==> src/rtl/fps_pkg.sv <==
`timescale 1ns/1ps
package fps_pkg;

   typedef enum logic [1:0] {
      MODE_PROG  = 2'd0,
      MODE_ERASE = 2'd1,
      MODE_READ  = 2'd2,
      MODE_RSVD  = 2'd3
   } fps_mode_e;

   typedef enum logic [2:0] {
      OP_WREN  = 3'd0,
      OP_PROG  = 3'd1,
      OP_ERASE = 3'd2,
      OP_RDSR  = 3'd3,
      OP_READ  = 3'd4
   } fps_op_e;

   typedef enum logic [2:0] {
      ST_IDLE,
      ST_WREN,
      ST_WREN_W,
      ST_MAIN,
      ST_MAIN_W,
      ST_POLL,
      ST_POLL_W,
      ST_DONE
   } fps_state_e;

endpackage

==> src/rtl/fps_req_check.sv <==
`timescale 1ns/1ps
// Decides whether a request must be refused before any flash operation.
module fps_req_check
   import fps_pkg::*;
#(
   parameter int AW           = 32,
   parameter int LW           = 24,
   parameter int SECTOR_BYTES = 65536
) (
   input  logic [AW-1:0] addr,
   input  logic [LW-1:0] len,
   input  logic [1:0]    mode,
   output logic          reject
);
   localparam int SECTOR_LG = $clog2(SECTOR_BYTES);

   logic addr_hi_unused;
   assign addr_hi_unused = ^addr[AW-1:SECTOR_LG];

   always_comb begin
      case (fps_mode_e'(mode))
         MODE_PROG,
         MODE_READ:  reject = (len == '0);
         MODE_ERASE: reject = (addr[SECTOR_LG-1:0] != '0) ||
                              (len < LW'(SECTOR_BYTES));
         default:    reject = 1'b1;
      endcase
   end
endmodule

==> src/rtl/fps_chunk_calc.sv <==
`timescale 1ns/1ps
// Size of the next operation: bounded by page room (program) or one sector (erase).
module fps_chunk_calc #(
   parameter int LW           = 24,
   parameter int PAGE_BYTES   = 256,
   parameter int SECTOR_BYTES = 65536
) (
   input  logic [$clog2(PAGE_BYTES)-1:0] addr_lo,
   input  logic [LW-1:0]                 remain,
   input  logic                          erase,
   output logic [LW-1:0]                 chunk
);
   localparam int PAGE_LG = $clog2(PAGE_BYTES);

   logic [PAGE_LG:0] room;
   logic [LW-1:0]    room_w;
   logic [LW-1:0]    prog_chunk;
   logic [LW-1:0]    erase_chunk;

   assign room        = (PAGE_LG+1)'(PAGE_BYTES) - {1'b0, addr_lo};
   assign room_w      = LW'(room);
   assign prog_chunk  = (remain < room_w) ? remain : room_w;
   assign erase_chunk = (remain < LW'(SECTOR_BYTES)) ? remain : LW'(SECTOR_BYTES);
   assign chunk       = erase ? erase_chunk : prog_chunk;
endmodule

==> src/rtl/fps_poll_timer.sv <==
`timescale 1ns/1ps
// Saturating cycle counter for one busy-poll loop.
module fps_poll_timer #(
   parameter int TW          = 16,
   parameter bit USE_TIMEOUT = 1'b1
) (
   input  logic          clk,
   input  logic          rst_n,
   input  logic          clr,
   input  logic          run,
   input  logic [TW-1:0] limit,
   output logic          expired
);
   generate
      if (USE_TIMEOUT) begin : g_tmo
         logic [TW-1:0] cnt_q;
         always_ff @(posedge clk or negedge rst_n) begin
            if (!rst_n)                   cnt_q <= '0;
            else if (clr)                 cnt_q <= '0;
            else if (run && cnt_q != '1)  cnt_q <= cnt_q + TW'(1);
         end
         assign expired = (cnt_q >= limit);
      end else begin : g_none
         logic tmo_unused;
         assign tmo_unused = clk ^ rst_n ^ clr ^ run ^ (^limit);
         assign expired    = 1'b0;
      end
   endgenerate
endmodule

==> src/rtl/flash_pgm_sched.sv <==
`timescale 1ns/1ps
module flash_pgm_sched
   import fps_pkg::*;
#(
   parameter int AW           = 32,
   parameter int LW           = 24,
   parameter int PAGE_BYTES   = 256,
   parameter int SECTOR_BYTES = 65536,
   parameter int TMO_W        = 16,
   parameter bit USE_TIMEOUT  = 1'b1
) (
   input  logic             clk,
   input  logic             rst_n,
   input  logic             req_valid,
   output logic             req_ready,
   input  logic [AW-1:0]    req_addr,
   input  logic [LW-1:0]    req_len,
   input  logic [1:0]       req_mode,
   input  logic [TMO_W-1:0] tmo_limit,
   output logic             seq_valid,
   input  logic             seq_ready,
   output logic [2:0]       seq_op,
   output logic [AW-1:0]    seq_addr,
   output logic [LW-1:0]    seq_len,
   input  logic             seq_done,
   input  logic [7:0]       seq_status,
   output logic             done,
   output logic             error,
   output logic             inval
);
   localparam int PAGE_LG   = $clog2(PAGE_BYTES);
   localparam int SECTOR_LG = $clog2(SECTOR_BYTES);

   initial begin
      if ((1 << PAGE_LG) != PAGE_BYTES)     $fatal(1, "page size must be a power of two");
      if ((1 << SECTOR_LG) != SECTOR_BYTES) $fatal(1, "sector size must be a power of two");
      if (SECTOR_BYTES < PAGE_BYTES)        $fatal(1, "sector smaller than page");
      if (LW <= SECTOR_LG)                  $fatal(1, "length width cannot hold a sector");
      if (AW <= SECTOR_LG)                  $fatal(1, "address width too small");
      if (TMO_W < 1)                        $fatal(1, "timeout width must be positive");
   end

   fps_state_e      state_q;
   fps_mode_e       mode_q;
   logic [AW-1:0]   addr_q;
   logic [LW-1:0]   remain_q;
   logic            err_q;

   logic            reject;
   logic [LW-1:0]   chunk;
   logic            expired;
   logic            status_hi_unused;

   assign status_hi_unused = ^seq_status[7:1];

   fps_req_check #(
      .AW(AW), .LW(LW), .SECTOR_BYTES(SECTOR_BYTES)
   ) u_check (
      .addr(req_addr), .len(req_len), .mode(req_mode), .reject(reject)
   );

   fps_chunk_calc #(
      .LW(LW), .PAGE_BYTES(PAGE_BYTES), .SECTOR_BYTES(SECTOR_BYTES)
   ) u_chunk (
      .addr_lo(addr_q[PAGE_LG-1:0]), .remain(remain_q),
      .erase(mode_q == MODE_ERASE), .chunk(chunk)
   );

   fps_poll_timer #(
      .TW(TMO_W), .USE_TIMEOUT(USE_TIMEOUT)
   ) u_timer (
      .clk(clk), .rst_n(rst_n),
      .clr(state_q == ST_MAIN),
      .run((state_q == ST_POLL) || (state_q == ST_POLL_W)),
      .limit(tmo_limit), .expired(expired)
   );

   // Operation offered to the sequencer
   always_comb begin
      seq_valid = 1'b0;
      seq_op    = OP_WREN;
      seq_addr  = '0;
      seq_len   = '0;
      case (state_q)
         ST_WREN: begin
            seq_valid = 1'b1;
            seq_op    = OP_WREN;
            seq_addr  = addr_q;
         end
         ST_MAIN: begin
            seq_valid = 1'b1;
            seq_addr  = addr_q;
            case (mode_q)
               MODE_ERASE: seq_op = OP_ERASE;
               MODE_READ: begin
                  seq_op  = OP_READ;
                  seq_len = remain_q;
               end
               default: begin
                  seq_op  = OP_PROG;
                  seq_len = chunk;
               end
            endcase
         end
         ST_POLL: begin
            seq_valid = 1'b1;
            seq_op    = OP_RDSR;
            seq_len   = LW'(1);
         end
         default: ;
      endcase
   end

   // Request sequencing
   always_ff @(posedge clk or negedge rst_n) begin
      if (!rst_n) begin
         state_q  <= ST_IDLE;
         mode_q   <= MODE_PROG;
         addr_q   <= '0;
         remain_q <= '0;
         err_q    <= 1'b0;
      end else begin
         case (state_q)
            ST_IDLE: if (req_valid) begin
               addr_q   <= req_addr;
               remain_q <= req_len;
               mode_q   <= fps_mode_e'(req_mode);
               err_q    <= reject;
               if (reject)                                  state_q <= ST_DONE;
               else if (fps_mode_e'(req_mode) == MODE_READ) state_q <= ST_MAIN;
               else                                         state_q <= ST_WREN;
            end
            ST_WREN:   if (seq_ready) state_q <= ST_WREN_W;
            ST_WREN_W: if (seq_done)  state_q <= ST_MAIN;
            ST_MAIN: if (seq_ready) begin
               if (mode_q == MODE_READ) begin
                  remain_q <= '0;
               end else begin
                  addr_q   <= addr_q + AW'(chunk);
                  remain_q <= remain_q - chunk;
               end
               state_q <= ST_MAIN_W;
            end
            ST_MAIN_W: if (seq_done)
               state_q <= (mode_q == MODE_READ) ? ST_DONE : ST_POLL;
            ST_POLL:   if (seq_ready) state_q <= ST_POLL_W;
            ST_POLL_W: if (seq_done) begin
               if (!seq_status[0]) begin
                  state_q <= (remain_q == '0) ? ST_DONE : ST_WREN;
               end else if (expired) begin
                  err_q   <= 1'b1;
                  state_q <= ST_DONE;
               end else begin
                  state_q <= ST_POLL;
               end
            end
            ST_DONE:   state_q <= ST_IDLE;
            default:   state_q <= ST_IDLE;
         endcase
      end
   end

   assign req_ready = (state_q == ST_IDLE);
   assign done      = (state_q == ST_DONE);
   assign error     = done & err_q;
   assign inval     = done & ~err_q & (mode_q != MODE_READ);
endmodule

==> config.mk <==
export PLATFORM = sky130hd
export DESIGN_NAME = flash_pgm_sched
export DESIGN_NICKNAME = d
export VERILOG_FILES = /design/src/rtl/fps_pkg.sv /design/src/rtl/fps_req_check.sv /design/src/rtl/fps_chunk_calc.sv /design/src/rtl/fps_poll_timer.sv /design/src/rtl/flash_pgm_sched.sv
export SDC_FILE = /design/constraint.sdc
export NUM_CORES = 1
export LEC_CHECK = 0
export ABC_CLOCK_PERIOD_IN_PS = 7600
export BUFFER_PORTS_ARGS = -buffer_cell sky130_fd_sc_hd__buf_2
export CELL_PAD_IN_SITES_DETAIL_PLACEMENT = 0
export CELL_PAD_IN_SITES_GLOBAL_PLACEMENT = 1
export CORE_ASPECT_RATIO = 0.75
export CORE_MARGIN = 10
export CORE_UTILIZATION = 35
export DETAILED_ROUTE_END_ITERATION = 10
export MAX_ROUTING_LAYER = met4
export PLACE_DENSITY = 0.82
export RECOVER_POWER = 25
export REMOVE_ABC_BUFFERS = 1
export SETUP_SLACK_MARGIN = 0.02
export SYNTH_ARGS = -nofsm -noshare
export SYNTH_HDL_FRONTEND = slang
export SYNTH_SLANG_ARGS = --single-unit
==> constraint.sdc <==
create_clock -name clk -period 7.6 [get_ports clk]
set_input_delay 1.14 -clock clk [delete_from_list [all_inputs] [get_ports clk]]
set_output_delay 1.14 -clock clk [all_outputs]
set_load 0.02 [all_outputs]
After elaboration in Yosys (flattened, before gate mapping) --
Index checks and enable logic that the tools add are counted.
Operators by class: add/sub/neg operators 4, $lt $le $gt $ge 4, eq/ne operators 23, multiplexer cells 39, bitwise logic cells 4, reduce and logical (&&, ||, !) cells 19
Operators by type and width (number):
- $mux W24 | 6
- $pmux W24 S2 | 3
- $mux W32 | 4
- $pmux W32 S2 | 1
- $logic_not A24 Y1 | 2
- $lt A24 B17 Y1 const B | 2
- $add A32 B24 Y32 | 1
- $mux W16 | 2
- $mux W3 | 10
- $lt A24 B9 Y1 | 1
- $pmux W3 S8 | 1
- $sub A24 B24 Y24 | 1
- $ne A2 B2 Y1 const B | 11
- $add A16 B1 Y16 const B | 1
- $ge A16 B16 Y1 | 1
- $ne A16 B16 Y1 const B | 1
- $reduce_bool A16 Y1 | 1
- $eq A3 B3 Y1 const B | 4
- $pmux W3 S2 | 2
- $sub A9 B8 Y9 const A | 1
- $reduce_and A7 Y1 | 1
- $eq A3 B2 Y1 const B | 2
- $mux W2 | 3
- $reduce_bool A2 Y1 | 3
- 17 further kinds | 28
Storage, ports and cells: flip-flop bits (word level) 78, bits of input ports 87, output and inout bits 64, logic and storage cells 99

Depth between registers and ports, before layout --
depth after elaboration 8, mapped depth 25, depth with buffers taken out 25

Cells and area by module --
A second synthesis with hierarchy kept.
Second synthesis, totals: cells, all modules 1075, area total of the unflattened synthesis 8309.2 µm²
Modules (own cells, without submodules):
- flash_pgm_sched | times used 1, cells each 815, area an instance 6213.5 µm², seq. area each 1551.5 µm²
- fps_poll_timer | times used 1, cells each 152, area an instance 1318.8 µm², seq. area each 400.4 µm²
- fps_chunk_calc | times used 1, cells each 92, area an instance 665.6 µm², seq. area each 0.0 µm²
- fps_req_check | times used 1, cells each 16, area an instance 111.4 µm², seq. area each 0.0 µm²

Worst setup path before layout --
OpenSTA, ideal clock, no wires.
path kind register to register, start point register addr_q[0], end point register addr_q[30], library setup time 0.133 ns, arrival time 5.148 ns, data required time 7.467 ns, path slack 2.320 ns, stages on the path, launching flop included 25, buffers on the path 1, clock period less this slack 5.280 ns, path through dfrtp_1 > nor3_1 > nor3b_1 > xnor2_1 > inv_1 > ha_1 > a21oi_1 > o21ai_0 > a32oi_4 > a31o_2 > clkbuf_1 > nand2_1 > o21ai_0 > inv_1 > fa_1 > nand2b_1 > a21o_1 > a21oi_1 > or2_2 > a41oi_1 > o31ai_4 > a21oi_2 > o31ai_4 > a21oi_1 > nand4b_1
Between the ends: word-level cells in the longest chain between the ends 8
RTL lines:
- from (decl) | RTL line flash_pgm_sched.sv:45 | logic [AW-1:0] addr_q;
- from (signal assigned) | RTL line flash_pgm_sched.sv:125 | addr_q <= req_addr;
- from (signal assigned) | RTL line flash_pgm_sched.sv:139 | addr_q <= addr_q + AW'(chunk);
- $sub A9 B8 Y9 | RTL line fps_chunk_calc.sv:20 | assign room = (PAGE_LG+1)'(PAGE_BYTES) - {1'b0, addr_lo};
- $lt A24 B9 Y1 | RTL line fps_chunk_calc.sv:22 | assign prog_chunk = (remain < room_w) ? remain : room_w;
- $mux W24 | RTL line fps_chunk_calc.sv:22
- $mux W24 | RTL line fps_chunk_calc.sv:24 | assign chunk = erase ? erase_chunk : prog_chunk;
- $add A32 B24 Y32 * | RTL line flash_pgm_sched.sv:139
- $mux W32 * | RTL line flash_pgm_sched.sv:136 | if (mode_q == MODE_READ) begin
- $mux W32 * | RTL line flash_pgm_sched.sv:135 | ST_MAIN: if (seq_ready) begin
- $pmux W32 S2 * | RTL line flash_pgm_sched.sv:123 | case (state_q)
Every way passes the cells marked *; elsewhere a longest branch is shown, timed or not. The select of a mux whose other input is x is not followed. A chain may end at the register's enable or synchronous reset.

Worst setup path after layout --
Same ends and word-level chain as after synthesis.

==> flow_metrics.py <==
metrics = {
    "drt": {
        "first_pass_iters": 5,
        "drtIter0Drc": 642,
        "ant_nets": 0,
        "vias": 7903,
        "wl_per_cell_um": 18.1,
        "drc_errors": 0,
        "drt_wl_total_um": 26200,
        "vias_per_cell": 5.45,
    },
    "clock_tree": {
        "cts_tree": "yes",
        "cts.path.max_buffers": 2,
        "numCtsBuffers": 9,
        "insertion_delay_ps": 350,
        "cts_sinks": 78,
        "post_cts_resize_count": 0,
        "h-tree-depth": 3,
        "clk_pin_slew_ps": 70,
        "postCtsSetupRepairBufs": 0,
        "clock_tree.root_cell": "clkbuf_16",
        "ctsHoldBuffers": 0,
    },
    "grt": {
        "grt_util_all_layers": 0.184,
        "grt_pass1_vias": 7371,
        "grt_max_degree": 65,
        "grt.overflow.total": 0,
        "grt_pass1_wl_um": 41200,
        "antenna_found_initial": 1,
    },
    "synthesis": {
        "synth-edff-count": 0,
        "synth.cell_area_mm2": 0.00787,
        "synth_warnings": 0,
        "yosysUniqueCellTypes": 75,
        "ys_seq_area_frac": 0.248,
        "synthCells": 1023,
        "postSynthAreaPerCell_um2": 7.69,
        "ys_ff_latch": 78,
        "synth_ff_type": "dfrtp_1",
        "synthArstFlopShare": 1.00,
    },
    "finish": {
        "stdcell_count": 1449,
        "num-nets-final": 1312,
        "utilization": 0.416,
        "post-route-cell-area_mm2": 0.00919,
        "final_common_cell": "buf_2",
        "syn_to_final_growth_pct": 16.8,
        "final_cell_mix": "buf_2, nor2_1, nand2_1",
        "drive_gt1_frac": 0.164,
    },
    "die": {
        "die_h_um": 150,
        "die_x_um": 193,
        "rows": 47,
        "core_area_mm2": 0.0221,
        "ios": 151,
        "die_area_mm2": 0.0289,
        "initial_core_util": 0.356,
    },
    "timing": {
        "grt_setup_unrepaired": "false",
        "hold_violations": 0,
        "relSlewSlack": -1.22,
        "worst_clock_skew_ps": 8.57,
        "final_max_slew_viol_count": 58,
        "post-route-min-period_ps": 6160,
        "setup_slack_ps": 1440,
        "finalSetupTns_ps": 0,
        "tightest_slew_ps": 3330,
        "finalSetupViolCount": 0,
        "fmax_mhz": 162,
        "finalCritPeriodShare": 0.810,
    },
    "run_status": {
        "violations": "max-capacitance violations, max-slew violations",
        "status": "finished, violations left",
    },
    "place": {
        "pre_cts_slack_ps": 1550,
        "dp_hpwl_um": 20000,
        "gp_congestion": 0.879,
        "dp_cells": 1432,
        "place_area_mm2": 0.00889,
        "port_buffers": 143,
    },
    "setup_path": {
        "crit_path_end_kind": "flop",
        "critPathKind": "reg -> reg",
        "worstPathRequired_ps": 7830,
        "worst_setup_path_start_kind": "flop",
        "critPathMaxFanout": 16,
        "crit_arrival_ps": 6390,
    },
    "pwr": {
        "ir_drop_uv": 149,
        "p_leak_nw": 4.40,
        "p_per_area_mw_per_mm2": 438,
    },
    "flow_run": {
        "max_cap_viol_count": 1,
    },
    "worst_hold_path": {
        "worstHoldPathType": "reg -> reg",
    },
}
cells by family after synthesis:
group                    after synthesis  share of synthesized area
XOR/XNOR                              53                     0.0590
AO/OA/AOI/OAI                        294                      0.249
adder cells (fa/ha/maj)               78                      0.125
AND/OR/NAND/NOR                      408                      0.260
other                                  2                   0.000954
flip-flops                            78                      0.248
buffers and inverters                105                     0.0501
multiplexers                           5                    0.00668
metrics by stage:
step / hold slack (ps) / total power, mW
after floorplan: 470 / 2.80
after global placement: 486 / 3.49
after detailed placement: 502 / 3.53
after CTS: 510 / 4.01
after global routing: 539 / 4.40
final: 507 / 4.02
final timing paths:
path / from / to / slack (ps) / depth (start not counted)
max in group asynchronous: rst_n / addr_q[7]$_DFFE_PN0P_ / 2720 / 2
min: addr_q[31]$_DFFE_PN0P_ / addr_q[31]$_DFFE_PN0P_ / 510 / 1
min in group asynchronous: rst_n / remain_q[20]$_DFFE_PN0P_ / 1070 / 1
max: addr_q[0]$_DFFE_PN0P_ / addr_q[30]$_DFFE_PN0P_ / 1440 / 24
max reg2reg: addr_q[0]$_DFFE_PN0P_ / addr_q[30]$_DFFE_PN0P_ / 1440 / 24
min reg2reg: addr_q[31]$_DFFE_PN0P_ / addr_q[31]$_DFFE_PN0P_ / 510 / 1
critical path, cell delays in order (launching register included):
cell      delay [ps]
dfrtp_1          520
nor3_1           310
nor3b_1          310
xnor2_1          150
inv_1             70
ha_1             290
a21oi_1          140
o21ai_0          140
a32oi_4          290
a31o_2           420
a22oi_1          200
inv_1            130
ha_1             200
inv_1             60
fa_1             380
nand2b_1         170
a21o_1           210
a21oi_1          350
or2_2            190
a41oi_1          210
o31ai_4          440
a21oi_2          170
o31ai_4          400
a21oi_1          110
nand4b_1         170
cell usage after synthesis, types with 9 or more instances:
master | number | area (um2)
nor4_1 | 12 | 75.1
a221oi_1 | 12 | 105
inv_1 | 57 | 214
o21ai_0 | 43 | 215
nand3_1 | 15 | 75.1
and2_1 | 58 | 363
a211oi_1 | 9 | 67.6
nand2b_1 | 11 | 68.8
and3_1 | 25 | 156
dfrtp_1 | 78 | 1950
xor2_1 | 30 | 263
nand2_1 | 98 | 368
ha_1 | 74 | 926
or3_1 | 9 | 56.3
nor2_1 | 107 | 402
nor3_1 | 24 | 120
a21oi_1 | 97 | 485
xnor2_1 | 23 | 201
a21o_1 | 25 | 188
nor2b_1 | 15 | 93.8
o21a_1 | 10 | 75.1
nand4_1 | 14 | 87.6
o21ai_1 | 18 | 90.1
clkbuf_1 | 45 | 169
a31oi_1 | 11 | 68.8
sequential cells by signal (all words and copies together), names as in the netlist:
register / flops
u_timer.g_tmo.cnt_q: 16
mode_q: 2
addr_q: 32
remain_q: 24
err_q: 1
state_q: 3
area by class of cell:
class	count	area, um2
Sequential cell	78	1950
Multi-Input combinational cell	851	5580
Tap cell	294	368
Antenna cell	1	2.50
Timing Repair Buffer	152	777
Clock buffer	10	239
Inverter	57	214
Clock inverter	6	61.3
Fill cell	2356	12900
metal layers:
metal / part of all wire / GRT usage / vias to the layer above
li1: - / - / 3911
met1: 0.51 / 0.263 / 3742
met2: 0.43 / 0.262 / 226
met3: 0.050 / 0.0307 / 24
met4: 0.016 / 0.0437 / 0
met5: 0 / - / -
report_power, final:
| group | internal, mW | switching, mW | leakage [nW] |
|---|---|---|---|
| Sequential | 0.580 | 0.271 | 0.943 |
| Clock | 0.263 | 0.198 | 0.148 |
| Combinational | 1.07 | 1.64 | 3.31 |
| Total | 1.92 | 2.11 | 4.40 |
No activity file was read; power rests on OpenSTA's default activity.
